File: src/rtl/cal_alarm_pkg.sv
package cal_alarm_pkg;
  localparam int NUM_FIELDS = 5;
  localparam int DAYS_W     = 5;

  // Index of each calendar field in the enable vector.
  typedef enum int {
    F_SEC  = 0,
    F_MIN  = 1,
    F_HOUR = 2,
    F_DOW  = 3,
    F_DATE = 4
  } field_idx_e;

  // Last day of February for a two-digit year: leap when divisible by four.
  function automatic logic [DAYS_W-1:0] feb_last_day(input logic [1:0] year_low);
    return (year_low == 2'b00) ? DAYS_W'(29) : DAYS_W'(28);
  endfunction
endpackage

File: src/rtl/cal_field_cmp.sv
module cal_field_cmp #(
  parameter int FIELD_W = 7
) (
  input  logic [FIELD_W-1:0] cur_val,
  input  logic [FIELD_W-1:0] alm_val,
  input  logic               enable,
  output logic               field_ok
);
  logic equal;
  assign equal    = (cur_val == alm_val);
  // A field that is not enabled never blocks the overall match.
  assign field_ok = !enable || equal;
endmodule

File: src/rtl/cal_alarm_flag.sv
module cal_alarm_flag (
  input  logic clk,
  input  logic rst_n,
  input  logic match_all,
  input  logic clr,
  output logic flag,
  output logic match_rise
);
  logic match_q;

  assign match_rise = match_all && !match_q;

  always_ff @(posedge clk or negedge rst_n) begin
    if (!rst_n) begin
      match_q <= 1'b0;
      flag    <= 1'b0;
    end else begin
      match_q <= match_all;
      if (match_rise)
        flag <= 1'b1;          // a set wins over a clear in the same cycle
      else if (clr)
        flag <= 1'b0;
    end
  end

  a_r2_set_on_rise: assert property (@(posedge clk) disable iff (!rst_n)
    match_rise |=> flag);
  a_r6_sticky: assert property (@(posedge clk) disable iff (!rst_n)
    (flag && !clr) |=> flag);
  a_r7_clear: assert property (@(posedge clk) disable iff (!rst_n)
    (clr && !match_rise) |=> !flag);
  a_r8_set_beats_clear: assert property (@(posedge clk) disable iff (!rst_n)
    (clr && match_rise) |=> flag);
endmodule

File: src/rtl/cal_feb_len.sv
module cal_feb_len
  import cal_alarm_pkg::*;
#(
  parameter int YEAR_W = 7
) (
  input  logic [YEAR_W-1:0] year,
  output logic [DAYS_W-1:0] feb_days
);
  assign feb_days = feb_last_day(year[1:0]);

  always_comb begin
    a_r10_range: assert (feb_days == DAYS_W'(28) || feb_days == DAYS_W'(29));
  end
endmodule

File: src/rtl/cal_alarm_match.sv
module cal_alarm_match
  import cal_alarm_pkg::*;
#(
  parameter int FIELD_W = 7,
  parameter int YEAR_W  = 7
) (
  input  logic                  clk,
  input  logic                  rst_n,
  input  logic [FIELD_W-1:0]    cur_sec,
  input  logic [FIELD_W-1:0]    cur_min,
  input  logic [FIELD_W-1:0]    cur_hour,
  input  logic [FIELD_W-1:0]    cur_dow,
  input  logic [FIELD_W-1:0]    cur_date,
  input  logic [FIELD_W-1:0]    alm_sec,
  input  logic [FIELD_W-1:0]    alm_min,
  input  logic [FIELD_W-1:0]    alm_hour,
  input  logic [FIELD_W-1:0]    alm_dow,
  input  logic [FIELD_W-1:0]    alm_date,
  input  logic [NUM_FIELDS-1:0] field_en,
  input  logic                  flag_clr,
  input  logic                  irq_en,
  input  logic [YEAR_W-1:0]     year,
  output logic                  alarm_flag,
  output logic                  irq_pending,
  output logic                  irq_req,
  output logic [DAYS_W-1:0]     feb_days
);
  logic [FIELD_W-1:0]    cur_f [NUM_FIELDS];
  logic [FIELD_W-1:0]    alm_f [NUM_FIELDS];
  logic [NUM_FIELDS-1:0] field_ok;
  logic                  match_all;
  logic                  match_rise;

  assign cur_f[F_SEC]  = cur_sec;
  assign cur_f[F_MIN]  = cur_min;
  assign cur_f[F_HOUR] = cur_hour;
  assign cur_f[F_DOW]  = cur_dow;
  assign cur_f[F_DATE] = cur_date;
  assign alm_f[F_SEC]  = alm_sec;
  assign alm_f[F_MIN]  = alm_min;
  assign alm_f[F_HOUR] = alm_hour;
  assign alm_f[F_DOW]  = alm_dow;
  assign alm_f[F_DATE] = alm_date;

  for (genvar i = 0; i < NUM_FIELDS; i++) begin : g_field
    cal_field_cmp #(.FIELD_W(FIELD_W)) u_cmp (
      .cur_val (cur_f[i]),
      .alm_val (alm_f[i]),
      .enable  (field_en[i]),
      .field_ok(field_ok[i])
    );
  end

  // At least one field must take part, or nothing ever matches.
  assign match_all = (|field_en) && (&field_ok);

  cal_alarm_flag u_flag (
    .clk       (clk),
    .rst_n     (rst_n),
    .match_all (match_all),
    .clr       (flag_clr),
    .flag      (alarm_flag),
    .match_rise(match_rise)
  );

  assign irq_pending = alarm_flag;
  assign irq_req     = irq_pending && irq_en;

  cal_feb_len #(.YEAR_W(YEAR_W)) u_feb (
    .year    (year),
    .feb_days(feb_days)
  );

  a_r5_no_enable_no_set: assert property (@(posedge clk) disable iff (!rst_n)
    (field_en == '0 && !alarm_flag) |=> !alarm_flag);
  a_r4_mismatch_no_rise: assert property (@(posedge clk) disable iff (!rst_n)
    ((field_en & ~field_ok) != '0) |-> !match_rise);
  a_r1_reset_quiet: assert property (@(posedge clk)
    !rst_n |-> (!alarm_flag && !irq_req));
endmodule

File: config.mk
export PLATFORM = sky130hd
export DESIGN_NAME = cal_alarm_match
export DESIGN_NICKNAME = d
export VERILOG_FILES = /design/src/rtl/cal_alarm_pkg.sv /design/src/rtl/cal_field_cmp.sv /design/src/rtl/cal_alarm_flag.sv /design/src/rtl/cal_feb_len.sv /design/src/rtl/cal_alarm_match.sv
export SDC_FILE = /design/constraint.sdc
export NUM_CORES = 1
export LEC_CHECK = 0
export BUFFER_PORTS_ARGS = -buffer_cell sky130_fd_sc_hd__buf_4
export CORE_AREA = 2 2 47 49
export CTS_BUF_LIST = sky130_fd_sc_hd__clkbuf_16
export DETAILED_ROUTE_END_ITERATION = 7
export DIE_AREA = 0 0 49 51
export PLACE_DENSITY_LB_ADDON = 0.08
export SLEW_MARGIN = 5
export SYNTH_ARGS = -nofsm -noshare
export SYNTH_HDL_FRONTEND = slang
export SYNTH_SLANG_ARGS = --single-unit
File: constraint.sdc
create_clock -name clk -period 1.1 [get_ports clk]
set_input_delay 0.11 -clock clk [delete_from_list [all_inputs] [get_ports clk]]
set_output_delay 0.11 -clock clk [all_outputs]
set_load 0.05 [all_outputs]
==> results.py, run 1 <==
metrics = {
    "synthesis": {
        "synth_simple_gate_area_frac": 0.1202,
        "synthAdderAreaFrac": 0,
        "postSynthCellCount": 63,
        "yosysWarnings": 0,
        "synth_xor_xnor_area_share": 0.5556,
        "synth_compound_area_frac": 0.1451,
        "synthMuxAreaShare": 0,
        "syn_area_um2": 551.8,
        "syn_area_per_cell_um2": 8.758,
        "synth_top_family_by_area": "XOR/XNOR gates",
        "ys_seq_area_frac": 0.09070,
        "yosysUniqueCellTypes": 14,
        "yosys_register_bits": 2,
    },
    "place": {
        "pre_cts_slack_ns": -0.1926,
        "gp_congestion": 0.6720,
        "dp_hpwl_um": 1657,
        "io_buffers": 84,
    },
    "critical_path": {
        "cp-start-kind": "flip-flop",
        "cp.depth": 2,
        "worstRegToRegCells": 3,
        "slowest_stage": "dfrtp_2",
        "crit_buf_inv": 1,
        "cp-end-kind": "primary output",
        "crit_family": "flip-flops",
        "crit_chain": "and2_2 > buf_6",
        "r2r_slack_ns": 0.31,
        "r2r_end": "u_flag.flag",
        "cp_data_required_time_ns": 0.99,
        "worst_ep_arrival_time_ns": 0.95,
        "slowest_delay_ns": 0.40,
        "r2r-start": "u_flag.flag",
        "crit_type": "reg2out",
        "cp_max_fo": 4,
    },
    "cells_and_area": {
        "syn2layout_area_growth_pct": 136.5,
        "layout.cells.most_common": "buf_4",
        "final_cell_mix": "buf_4 (84), xor2_1 (19), xnor2_1 (15)",
        "antenna_cells": 0,
        "utilization": 0.6325,
        "nets": 237,
        "drive_above_1_share": 0.6400,
        "nFillCells": 189,
    },
    "cts": {
        "htreeDepth": 1,
        "clk_path_buf_depth": 2,
        "cts_root_buf": "clkbuf_16",
        "clk-insertion-delay-late_ns": 0.22,
        "cts_sinks": 2,
        "clk_pin_slew_ns": 0.03,
        "cts_tree": "built",
        "cts-buffers-inserted": 3,
    },
    "global_route": {
        "grt_pass1_wl_um": 2849,
        "grt_overflow_total": 0,
        "track_usage": 0.1459,
        "grt_pass1_vias": 733,
        "grt_max_degree": 5,
        "grt_antenna_before_repair": 0,
    },
    "sta": {
        "setup_violations": 0,
        "worst_slack_ns": 0.03741,
        "finalClockSkew_ns": 0.008144,
        "fin_crit_sh": 0.9660,
        "clock.fmax_mhz": 941.1,
        "fin_crit_ns": 1.063,
        "final-max-slew-violation-count": 0,
        "hold_violations": 0,
        "rsz0062_at_grt": "yes",
    },
    "pwr": {
        "p_leak_nw": 0.6554,
        "ir_worst_vdd_mv": 0.3940,
        "p_total_w": 0.001089,
        "power.density_nw_per_um2": 834.4,
    },
    "run": {
        "cap_violations": 0,
    },
    "routing": {
        "drc": 0,
        "wl_per_cell_um": 10.38,
        "drt_wl_total_um": 1847,
        "drtPass1Iterations": 2,
        "drtAntennaViolNets": 0,
        "drt_iter0_drc": 1,
        "viasPerCell": 4.331,
        "vias": 771,
    },
    "die": {
        "core-area_um2": 2063,
        "dieArea_um2": 2499,
        "die_y_um": 51,
        "die_w_um": 49,
        "num_rows": 17,
        "start_util": 0.2674,
        "io-pin-count": 94,
    },
    "hold_path": {
        "holdCritPathClass": "in2reg",
        "worstHoldPathCells": 2,
        "min_from": "flag_clr",
        "hold_end": "u_flag.flag",
    },
    "outcome": {
        "status": "finished clean",
    },
}
cell type report:
type	count	area, µm²	share of cell area
tap	28	35.03	0.02685
clock buffer	3	75.07	0.05753
sequential	2	51.30	0.03931
multi-input combinational	57	484.2	0.3710
inverter	1	3.754	0.002876
clock inverter	1	3.754	0.002876
timing repair buffer	86	651.9	0.4995
how the worst max path moves through the flow:
stage                 from     endpoint  slack, ns
3_3_place_gp    alm_min[6]  u_flag.flag      -0.15
6_report       u_flag.flag      irq_req       0.04
4_1_cts        u_flag.flag      irq_req       0.03
3_5_place_dp    alm_sec[4]  u_flag.flag      -0.19
2_1_floorplan   alm_min[0]  u_flag.flag       0.08
5_1_grt         alm_sec[2]  u_flag.flag      -0.06
Yosys cell counts:
| master | number | share of area |
|---|---|---|
| inv_1 | 1 | 0.0068 |
| nand4_1 | 5 | 0.057 |
| buf_4 | 5 | 0.068 |
| conb_1 | 2 | 0.014 |
| xnor2_1 | 16 | 0.25 |
| and2_1 | 1 | 0.011 |
| dfrtp_1 | 2 | 0.091 |
| o32ai_1 | 1 | 0.016 |
| xor2_1 | 19 | 0.30 |
| nor3_1 | 1 | 0.0091 |
| nor2_1 | 3 | 0.020 |
| nor4_1 | 2 | 0.023 |
| a31oi_1 | 1 | 0.011 |
| o41ai_2 | 4 | 0.12 |
flip-flops by register name, summed over array words and instances (netlist names):
name	flops
u_flag.flag	1
u_flag.match_q	1
cell families after synthesis:
group                     Yosys count
xor gates and xnor gates           35
AOI/OAI and AO/OA                   6
DFF                                 2
and+or+nand+nor                    12
other                               2
buffers and inverters               6
per-layer routing:
metal  part of all wire  GRT usage
met1               0.31     0.1398
met2               0.56     0.2900
met3               0.11    0.02924
met4              0.019    0.08095
met5                  0          0
timing repair:
action | CTS | global route
setup buffers | 0 | 1
hold buffers | 1 | 0
endpoints found under the hold margin | 2 | 0
pin swaps | 0 | 1
setup endpoints to repair | 1 | 2
gates resized for setup | 1 | 2
where the power goes:
group | internal, W | total [W] | leakage (nW) | switching (W)
clock network | 0.000468 | 0.000562 | 0.0423 | 0.0000940
logic | 0.000275 | 0.000449 | 0.587 | 0.000174
registers | 0.0000765 | 0.0000780 | 0.0260 | 0.00000149
total | 0.000820 | 0.00109 | 0.655 | 0.000269
stage by stage:
step           cell area (µm²)  setup TNS [ns]  hold WS (ns)  std cells
3_3_place_gp              1190         -0.1570       -0.1057        172
5_1_grt                   1305        -0.05950       0.07022        178
3_5_place_dp              1190         -0.2020       -0.1062        172
6_report                  1305               0       0.06956        178
4_1_cts                   1282               0       0.07397        177
2_1_floorplan            561.8               0       -0.1856         65
(Power assumes the default switching activity.)
==> run 2, diff against run 1 <==
- BUFFER_PORTS_ARGS: -buffer_cell sky130_fd_sc_hd__buf_4 -> not set
- CORE_AREA: 2 2 47 49 -> 2 2 39 41
- DIE_AREA: 0 0 49 51 -> 0 0 41 43
- DONT_BUFFER_PORTS: not set -> 1
==> run 2 against run 1 <==
  * Register-to-register slack improved by 0.09 ns
  * Combinational power fell by 55%
  * First-iteration DRC count stayed put
  * Count of clock-buffer cells in the layout did not move
  * Setup slack gained 0.070 ns
  * Flip-flop and latch count unchanged
  * Largest power group unchanged
  * Design area shrank 50%
  * Via count down 38%
==> results.py, run 2 (synthesized netlist as in run 1, its figures left out) <==
metrics = {
    "die": {
        "io-pin-count": 94,
        "num_rows": 14,
        "core-area_um2": 1384,
        "start_util": 0.3987,
        "dieArea_um2": 1763,
        "die_y_um": 43,
        "die_w_um": 41,
    },
    "cells_and_area": {
        "finalNonFillerCells": 84,
        "layout.cells.most_common": "xor2_1",
        "final_cell_mix": "xor2_1 (19), xnor2_1 (16), nand4_1 (5)",
        "antenna_cells": 0,
        "nFillCells": 154,
        "reg_top3": "u_flag.flag (1), u_flag.match_q (1)",
        "nets": 155,
        "utilization": 0.4756,
        "syn2layout_area_growth_pct": 19.27,
        "drive_above_1_share": 0.1618,
    },
    "place": {
        "pre_cts_slack_ns": -0.03785,
        "dp_hpwl_um": 1076,
        "gp_congestion": 0.6015,
        "placedCellCount": 78,
        "io_buffers": 0,
    },
    "global_route": {
        "grt_overflow_total": 0,
        "grt_antenna_before_repair": 0,
        "grt_max_degree": 4,
        "met1_usage": 0.1342,
        "use_met2": 0.2500,
        "gr-usage-met3": 0.03665,
        "grt_pass1_vias": 449,
        "busiest_layer": "met2",
        "track_usage": 0.1383,
        "grt_pass1_wl_um": 1711,
    },
    "routing": {
        "vias": 479,
        "wl_per_cell_um": 13.93,
        "drc": 0,
        "drt_wl_total_um": 1170,
        "drtAntennaViolNets": 0,
        "drt_iter0_drc": 1,
        "drtPass1Iterations": 4,
        "viasPerCell": 5.702,
    },
    "critical_path": {
        "worstRegToRegCells": 1,
        "cp-end-kind": "primary output",
        "cp_data_required_time_ns": 0.99,
        "cp-start-kind": "flip-flop",
        "r2r_end": "u_flag.flag",
        "r2r_slack_ns": 0.40,
        "slowest_stage": "dfrtp_2",
        "slowest_delay_ns": 0.39,
        "crit_chain": "and2_2",
        "crit_type": "reg2out",
        "worst_ep_arrival_time_ns": 0.88,
        "cp_max_fo": 3,
        "crit_buf_inv": 0,
        "r2r-start": "u_flag.match_q",
        "crit_family": "flip-flops",
    },
    "sta": {
        "fin_crit_sh": 0.9019,
        "finalClockSkew_ns": 0.005909,
        "worst_slack_ns": 0.1079,
        "rsz0062_at_grt": "no",
        "clock.fmax_mhz": 1008,
        "setup_violations": 0,
        "hold_violations": 0,
        "fin_crit_ns": 0.9921,
        "final-max-slew-violation-count": 0,
        "whs_ns": 0.1038,
    },
    "pwr": {
        "power.density_nw_per_um2": 1263,
        "p_leak_nw": 0.2499,
        "ir_worst_vdd_mv": 0.7197,
    },
    "hold_path": {
        "hold_end": "u_flag.match_q",
        "holdCritPathClass": "in2reg",
        "worstHoldPathCells": 2,
        "min_from": "field_en[4]",
    },
    "cts": {
        "cts_sinks": 2,
        "clk-insertion-delay-late_ns": 0.22,
        "cts_tree": "built",
        "cts.repair.resized": 0,
        "clk_path_buf_depth": 2,
        "htreeDepth": 1,
        "cts-buffers-inserted": 3,
        "clk_pin_slew_ns": 0.03,
        "post-cts-setup-buffers": 0,
        "cts_root_buf": "clkbuf_16",
    },
    "run": {
        "cap_violations": 0,
    },
    "outcome": {
        "status": "finished clean",
    },
}
-- run 2: cell types whose count changed in the layout (fill, tap and decap cells not counted) --
cell / previous run / this run
buf_4: 84 / 2
buf_6: 1 / 0
o32ai_2: 1 / 0
xnor2_1: 15 / 16
xnor2_2: 1 / 0
dlygate4sd3_1: 1 / 2
o32ai_1: 0 / 1
-- run 2: layout make-up --
class / instances / area (µm²) / share of cell area
tap: 16 / 20.02 / 0.03042
clock inverter: 1 / 3.754 / 0.005703
clock buffer: 3 / 75.07 / 0.1141
sequential: 2 / 51.30 / 0.07795
inverter: 1 / 3.754 / 0.005703
timing repair buffer: 4 / 35.03 / 0.05323
multi-input combinational: 57 / 469.2 / 0.7129
-- run 2: how the worst max path moves through the flow --
stage                           start  slack, ns     endpoint  cells after the start
after global placement     alm_min[0]      -0.03  u_flag.flag                      4
after detailed placement   alm_sec[4]      -0.04  u_flag.flag                      4
after floorplan            alm_min[0]       0.08  u_flag.flag                      4
after CTS                 u_flag.flag       0.10      irq_req                      1
after global routing       alm_min[1]       0.04  u_flag.flag                      5
final                     u_flag.flag       0.11      irq_req                      1
-- run 2: timing repair --
action                                  in CTS  in global routing
hold buffers                                 2                  0
endpoints found under the setup margin       0                  0
endpoints found under the hold margin        3                  0
-- run 2: through the flow --
stage	total power, W	setup TNS, ns	area [µm²]
after floorplan	0.0002689	0	561.8
after global placement	0.0002722	-0.03491	559.3
after detailed placement	0.0002738	-0.03785	559.3
after CTS	0.0008428	0	658.1
after global routing	0.0008826	0	658.1
final	0.0008313	0	658.1
-- run 2: routing by layer --
layer / up-vias / wire (µm)
li1: 218 / -
met2: 54 / 625
met4: 0 / 0
met1: 207 / 316
met3: 0 / 228
met5: - / 0
-- run 2: power by group --
| group | total (W) | internal (W) | leakage (nW) | switching, W |
|---|---|---|---|---|
| Sequential | 0.0000775 | 0.0000765 | 0.0260 | 0.000000988 |
| Clock | 0.000553 | 0.000467 | 0.0423 | 0.0000853 |
| Combinational | 0.000201 | 0.0000948 | 0.182 | 0.000106 |
